===== src/rtl/trig_match_pkg.sv =====
package trig_match_pkg;
    typedef enum logic [2:0] {
        TM_EDGE    = 3'd0,
        TM_PATTERN = 3'd1,
        TM_STABLE  = 3'd2,
        TM_GT      = 3'd3,
        TM_GE      = 3'd4,
        TM_LT      = 3'd5,
        TM_LE      = 3'd6,
        TM_NE      = 3'd7
    } tm_mode_e;
endpackage


===== src/rtl/trig_edge_detect.sv =====
module trig_edge_detect #(
    parameter int W = 9
) (
    input  logic [W-1:0] prev_word,
    input  logic [W-1:0] cur_word,
    input  logic [W-1:0] rise_en,
    input  logic [W-1:0] fall_en,
    output logic         any_edge
);
    logic [W-1:0] chan_hit;

    for (genvar i = 0; i < W; i++) begin : g_chan
        always_comb begin
            chan_hit[i] = (rise_en[i] && !prev_word[i] &&  cur_word[i]) ||
                          (fall_en[i] &&  prev_word[i] && !cur_word[i]);
        end
    end

    assign any_edge = |chan_hit;
endmodule


===== src/rtl/trig_rel_cmp.sv =====
module trig_rel_cmp
    import trig_match_pkg::*;
#(
    parameter int W = 9
) (
    input  logic [W-1:0] lhs,
    input  logic [W-1:0] rhs,
    input  logic [2:0]   mode,
    output logic         rel_true
);
    logic gt, eq;

    always_comb begin
        gt = lhs > rhs;
        eq = lhs == rhs;
        case (tm_mode_e'(mode))
            TM_GT:   rel_true = gt;
            TM_GE:   rel_true = gt || eq;
            TM_LT:   rel_true = !gt && !eq;
            TM_LE:   rel_true = !gt;
            TM_NE:   rel_true = !eq;
            default: rel_true = 1'b0;
        endcase
    end
endmodule


===== src/rtl/trig_dur_qual.sv =====
module trig_dur_qual #(
    parameter int CW = 20
) (
    input  logic          clk,
    input  logic          rst_n,
    input  logic          step,
    input  logic          restart,
    input  logic          cond,
    input  logic [CW-1:0] limit,
    output logic          qualified
);
    localparam logic [CW-1:0] RUN_MAX = '1;

    logic [CW-1:0] run_d, run_q;
    logic [CW-1:0] base, bumped;

    always_comb begin
        base      = restart ? '0 : run_q;
        bumped    = (base == RUN_MAX) ? base : base + 1'b1;
        qualified = step && cond && (bumped >= limit);
        if (step) begin
            run_d = cond ? bumped : '0;
        end else begin
            run_d = base;
        end
    end

    always_ff @(posedge clk) begin
        if (!rst_n) begin
            run_q <= '0;
        end else begin
            run_q <= run_d;
        end
    end
endmodule


===== src/rtl/trig_match_unit.sv =====
module trig_match_unit
    import trig_match_pkg::*;
#(
    parameter int CH_W  = 9,
    parameter int DUR_W = 20
) (
    input  logic             clk,
    input  logic             rst_n,
    input  logic             smp_vld,
    input  logic [CH_W-1:0]  smp_data,
    input  logic [2:0]       cfg_mode,
    input  logic [CH_W-1:0]  cfg_operand,
    input  logic [CH_W-1:0]  cfg_care,
    input  logic [CH_W-1:0]  cfg_rise,
    input  logic [CH_W-1:0]  cfg_fall,
    input  logic [DUR_W-1:0] cfg_dur,
    output logic             match_q
);
    typedef struct packed {
        logic [CH_W-1:0] prev;
        logic            hist;
        logic [2:0]      mode;
        logic            match;
    } tm_state_t;

    tm_state_t st_d, st_q;

    logic same_mode, hist_ok;
    logic edge_raw, rel_raw, pattern_raw, stable_raw, cond;
    logic qual_hit;

    trig_edge_detect #(.W(CH_W)) u_edge (
        .prev_word (st_q.prev),
        .cur_word  (smp_data),
        .rise_en   (cfg_rise),
        .fall_en   (cfg_fall),
        .any_edge  (edge_raw)
    );

    trig_rel_cmp #(.W(CH_W)) u_rel (
        .lhs      (smp_data),
        .rhs      (cfg_operand),
        .mode     (cfg_mode),
        .rel_true (rel_raw)
    );

    trig_dur_qual #(.CW(DUR_W)) u_dur (
        .clk       (clk),
        .rst_n     (rst_n),
        .step      (smp_vld),
        .restart   (!same_mode),
        .cond      (cond),
        .limit     (cfg_dur),
        .qualified (qual_hit)
    );

    always_comb begin
        same_mode   = cfg_mode == st_q.mode;
        hist_ok     = st_q.hist && same_mode;
        pattern_raw = ((smp_data ^ cfg_operand) & cfg_care) == '0;
        stable_raw  = smp_data == st_q.prev;

        case (tm_mode_e'(cfg_mode))
            TM_EDGE:    cond = hist_ok && edge_raw;
            TM_PATTERN: cond = pattern_raw;
            TM_STABLE:  cond = hist_ok && stable_raw;
            default:    cond = rel_raw;
        endcase

        st_d       = st_q;
        st_d.mode  = cfg_mode;
        st_d.match = qual_hit;
        if (smp_vld) begin
            st_d.prev = smp_data;
            st_d.hist = 1'b1;
        end else begin
            st_d.hist = hist_ok;
        end
    end

    always_ff @(posedge clk) begin
        if (!rst_n) begin
            st_q <= '{prev: '0, hist: 1'b0, mode: TM_EDGE, match: 1'b0};
        end else begin
            st_q <= st_d;
        end
    end

    assign match_q = st_q.match;
endmodule


===== config.mk =====
export PLATFORM = sky130hd
export DESIGN_NAME = trig_match_unit
export DESIGN_NICKNAME = d
export VERILOG_FILES = /design/src/rtl/trig_match_pkg.sv /design/src/rtl/trig_edge_detect.sv /design/src/rtl/trig_rel_cmp.sv /design/src/rtl/trig_dur_qual.sv /design/src/rtl/trig_match_unit.sv
export SDC_FILE = /design/constraint.sdc
export NUM_CORES = 1
export LEC_CHECK = 0
export BUFFER_PORTS_ARGS = -buffer_cell sky130_fd_sc_hd__buf_2
export CAP_MARGIN = 5
export CORE_ASPECT_RATIO = 1.25
export CORE_UTILIZATION = 55
export CTS_BUF_LIST = sky130_fd_sc_hd__clkbuf_16
export CTS_CLUSTER_DIAMETER = 50
export DETAILED_ROUTE_END_ITERATION = 16
export PLACE_DENSITY = 0.86
export REMOVE_ABC_BUFFERS = 1
export SYNTH_ARGS = -nofsm -noshare
export SYNTH_HDL_FRONTEND = slang
export SYNTH_SLANG_ARGS = --single-unit

===== constraint.sdc =====
create_clock -name clk -period 6.1 [get_ports clk]
set_clock_uncertainty 0.05 [all_clocks]
set_input_delay 0.61 -clock clk [delete_from_list [all_inputs] [get_ports clk]]
set_output_delay 0.61 -clock clk [all_outputs]
set_load 0.02 [all_outputs]

==> impl_summary.txt <==
----------------------------------------------------
[Status]
  Run status ... finished clean

[Worst setup path]
  Reg2reg setup slack ... 1740 ps
  Largest fanout of any net on the critical path ... 15
  Number of buffers and inverters on the critical path ... 2
  Required arrival time at the worst endpoint ... 6220 ps
  Setup crit start kind ... input port
  RR Startpoint ... st_q[3]$_SDFF_PN0_
  Longest individual stage delay on the worst path ... 630 ps
  Critical path arrival ... 4670 ps
  Crit. End Element ... register
  Cell class contributing the biggest share of worst-path delay ... simple AND/OR/NAND/NOR gates
  Critical-path cell list ... buf_2 > xnor2_1 > and3_1 > nand2_1 > inv_1 > ha_1 > nand2_1 > or4b_4 > nand3_1 > xor2_1 > nor2_1 > ha_1 > a21o_1 > a21o_1 > a21oi_1 > o31ai_1 > a211oi_1 > o21ai_0 > and3_1
  Startpoint of the worst setup timing path ... cfg_mode[1]
  R2R cell count ... 18
  Critical R2R Capture ... match_q$_SDFF_PN0_
  Path type of the worst setup path ... in -> reg
  Slowest stage cell, crit path ... sky130_fd_sc_hd__or4b_4

[Synth]
  Async set or reset register ratio after synthesis ... 0%
  Post-synthesis simple-gate area fraction ... 28.02%
  Synthesized-area fraction occupied by ao, oa, aoi and oai cells ... 19.06%
  Multiplexer fraction of the synthesized cell area ... 3.640%
  Count of distinct cell types in the synthesized netlist ... 58
  Average cell area after synthesis ... 8.202 sq um
  Synthesized-area fraction occupied by xor and xnor cells ... 6.871%
  Largest cells by area after synthesis ... sky130_fd_sc_hd__dfxtp_1 22%, sky130_fd_sc_hd__ha_1 12%, sky130_fd_sc_hd__a32o_1 5.6%, sky130_fd_sc_hd__inv_1 4.9%, sky130_fd_sc_hd__xnor2_1 3.4%
  Cells after Synth ... 373
  Cell taking the most area after synthesis ... sky130_fd_sc_hd__dfxtp_1
  Synthesis Warnings ... 0
  Number of synthesized flops with an enable pin ... 0
  Synth Flop Type ... sky130_fd_sc_hd__dfxtp_1
  Post-synthesis instance area ... 0.003059 sq mm
  Synthesized-area fraction occupied by adder cells ... 12.27%
  Main combinational cell family by area after synthesis ... simple AND/OR/NAND/NOR gates
  Portion of the post-synthesis area used by sequential elements ... 22.25%
  #FFs+latches synth ... 34
  Synth top area share ... 22.25%

[GRT]
  Via count of the first global-routing pass ... 2887
  Number of antenna violations at the first check in global routing ... 0
  Overall Global Routing Usage ... 26.92%
  Pin count of the biggest net entering global routing ... 22
  Overflow left after global routing ... 0
  Wire length of the first global-routing pass ... 12200 um

[Placed design]
  Worst slack at placement ... 1332 ps
  Cell count after placement ... 493
  Detailed placer's ending HPWL ... 5477 um
  IO Port Bufs ... 71
  Routability congestion estimate ... 0.8734
  Standard cell area after detailed placement ... 0.003411 sq mm

[Finish]
  Share of cells above drive strength 1 ... 21.28%
  Final cell utilization of the core ... 65.65%
  Most frequent standard cell in the layout excluding fill and tap cells ... sky130_fd_sc_hd__buf_2
  Combined area of the multi-input logic cells ... 0.002137 sq mm
  Final Instance Area ... 0.003548 sq mm
  Most used cells in the layout excluding fill and tap cells ... 71 x sky130_fd_sc_hd__buf_2, 41 x sky130_fd_sc_hd__inv_1, 34 x sky130_fd_sc_hd__dfxtp_1
  Nets@finish ... 537
  Finished Layout Cells ... 501
  Count of filler cells inserted in the layout ... 466
  Diodes inserted ... 0
  Area grow syn2layout ... 15.99%
  Register area ... 680.7 sq um

[STA]
  Timing-limited maximum frequency ... 219.7 MHz
  Crit path time final ... 4551 ps
  Final worst-path setup slack ... 1549 ps
  Fraction of the cycle the final worst path needs ... 74.61%
  Worst max-slew margin expressed relative to the limit ... 29.40%
  Final count of negative-setup-slack endpoints ... 0
  Setup repair after global routing missed its margin ... no
  Worst-margin pin slew ... 1055 ps
  Final Hold Violating Endpoints ... 0
  Total negative setup slack ... 0 ps
  Max-slew violation count ... 0

[Clock network]
  Total CTS buffers ... 5
  Clock insertion delay at the later pin of the skew report ... 280 ps
  Post-cts sizing count ... 0
  Deepest level of the CTS H-tree ... 2
  Clock-pin slew on the worst setup and hold paths ... 50 ps
  CTS tree ... built
  Library cell used as clock root buffer ... sky130_fd_sc_hd__clkbuf_16
  Clock tree sinks ... 34
  Number of buffers on the longest clock path ... 2
  Number of buffers inserted by hold repair at cts ... 0
  # Post-CTS Setup Buffers ... 0

[Die]
  Full die area ... 0.005866 sq mm
  Chip Width ... 68.71 um
  Starting density of the core ... 56.60%
  Top-level port count ... 72
  Chip height ... 85.39 um
  Core region area ... 0.005405 sq mm
  Row count ... 30

[Routing]
  Per-cell via count in the routed design ... 6.080
  Routed Wire Length ... 7123 um
  Number of optimization iterations in the first detailed-route pass ... 4
  Vias after detailed routing ... 3046
  Routed length per instance ... 14.22 um
  1st-iter DRT viols ... 157
  Detailed-route DRC error count ... 0
  Antenna violation net count after detailed routing ... 0

[Min path]
  Worst hold path endpoint ... st_q[4]$_SDFF_PN0_
  Hold_sp ... st_q[4]$_SDFF_PN0_
  WHS Path Cells ... 2
  Hold WC Path Type ... reg -> reg

[Pwr]
  Leakage component of the power ... 1.675 nW
  Total power density per cell area ... 164.1 mW/mm^2
  Highest ir drop seen on vdd ... 0.1419 mV

[Flow run]
  Max Cap Viol ... 0

----------------------------------------------------
## layout make-up
cell class,instances,share of cell area (%)
flip-flops and latches,34,19.18
clock buffers,5,3.526
well taps,64,2.257
clock inverters,3,0.3526
inverters,40,4.231
multi-input cells,283,60.23
repair buffers,72,10.23
## report_power, final
part           leakage (nW)  switching [W]  internal (W)  total [W]
sequential            0.277     0.00000501      0.000228   0.000233
clock                0.0724      0.0000929      0.000147   0.000240
combinational          1.33      0.0000596     0.0000497   0.000109
total                  1.67       0.000157      0.000425   0.000582
## registers in the layout, summed over array words and instances, names as in the netlist
| register | count |
|---|---|
| u_dur.run_q | 20 |
| match_q | 1 |
| st_q | 13 |
## worst min-delay path, stage by stage, from the launching register on
cell	delay, ps
sky130_fd_sc_hd__dfxtp_1	320
sky130_fd_sc_hd__a21oi_1	60
sky130_fd_sc_hd__nor2b_1	90
## cells in the mapped netlist, types with 4 or more instances
| cell | number |
|---|---|
| sky130_fd_sc_hd__dfxtp_1 | 34 |
| sky130_fd_sc_hd__buf_2 | 4 |
| sky130_fd_sc_hd__a211oi_1 | 4 |
| sky130_fd_sc_hd__a21oi_1 | 13 |
| sky130_fd_sc_hd__a32o_1 | 17 |
| sky130_fd_sc_hd__nand3b_1 | 13 |
| sky130_fd_sc_hd__mux2i_1 | 10 |
| sky130_fd_sc_hd__nor3_1 | 8 |
| sky130_fd_sc_hd__o21ai_0 | 8 |
| sky130_fd_sc_hd__a21o_1 | 7 |
| sky130_fd_sc_hd__nand2_1 | 22 |
| sky130_fd_sc_hd__and2_1 | 7 |
| sky130_fd_sc_hd__ha_1 | 30 |
| sky130_fd_sc_hd__nor2_1 | 17 |
| sky130_fd_sc_hd__o21a_1 | 5 |
| sky130_fd_sc_hd__xnor2_1 | 12 |
| sky130_fd_sc_hd__xor2_1 | 12 |
| sky130_fd_sc_hd__and3_1 | 5 |
| sky130_fd_sc_hd__inv_1 | 40 |
| sky130_fd_sc_hd__clkbuf_1 | 6 |
| sky130_fd_sc_hd__nand4_1 | 15 |
| sky130_fd_sc_hd__nor2b_1 | 16 |
| sky130_fd_sc_hd__nand3_1 | 16 |
## cells by family (layout without fill, tap and decap cells)
logic type / after synthesis / after routing
and+or+nand+nor: 142 / 142
AOI/OAI and AO/OA: 76 / 76
buffers and inverters: 56 / 120
muxes: 11 / 11
DFF: 34 / 34
adders and majority gates: 30 / 30
xor gates and xnor gates: 24 / 24
## metrics by stage
step	power, W	hold slack (ps)
CTS	0.0005846	466.5
floorplan	0.0002981	422.0
global placement	0.0003429	441.9
finish	0.0005822	463.6
global route	0.0006094	507.3
detailed placement	0.0003461	454.6
## metal layers
metal	up-vias	track usage, %	part of all wire (%)
met1	1417	30.06	41
li1	1486	-	-
met3	24	3.629	4.4
met5	-	0	0
met4	0	15.40	3.8
met2	119	46.97	50
## how the worst max path moves through the flow
stage	end	slack (ps)	cells after the start
detailed placement	match_q$_SDFF_PN0_	1330	19
global placement	match_q$_SDFF_PN0_	1460	19
CTS	match_q$_SDFF_PN0_	1570	19
global route	match_q$_SDFF_PN0_	1270	19
finish	match_q$_SDFF_PN0_	1550	19
floorplan	match_q$_SDFF_PN0_	1930	18
Note: power is estimated with default switching activity, not from simulation.
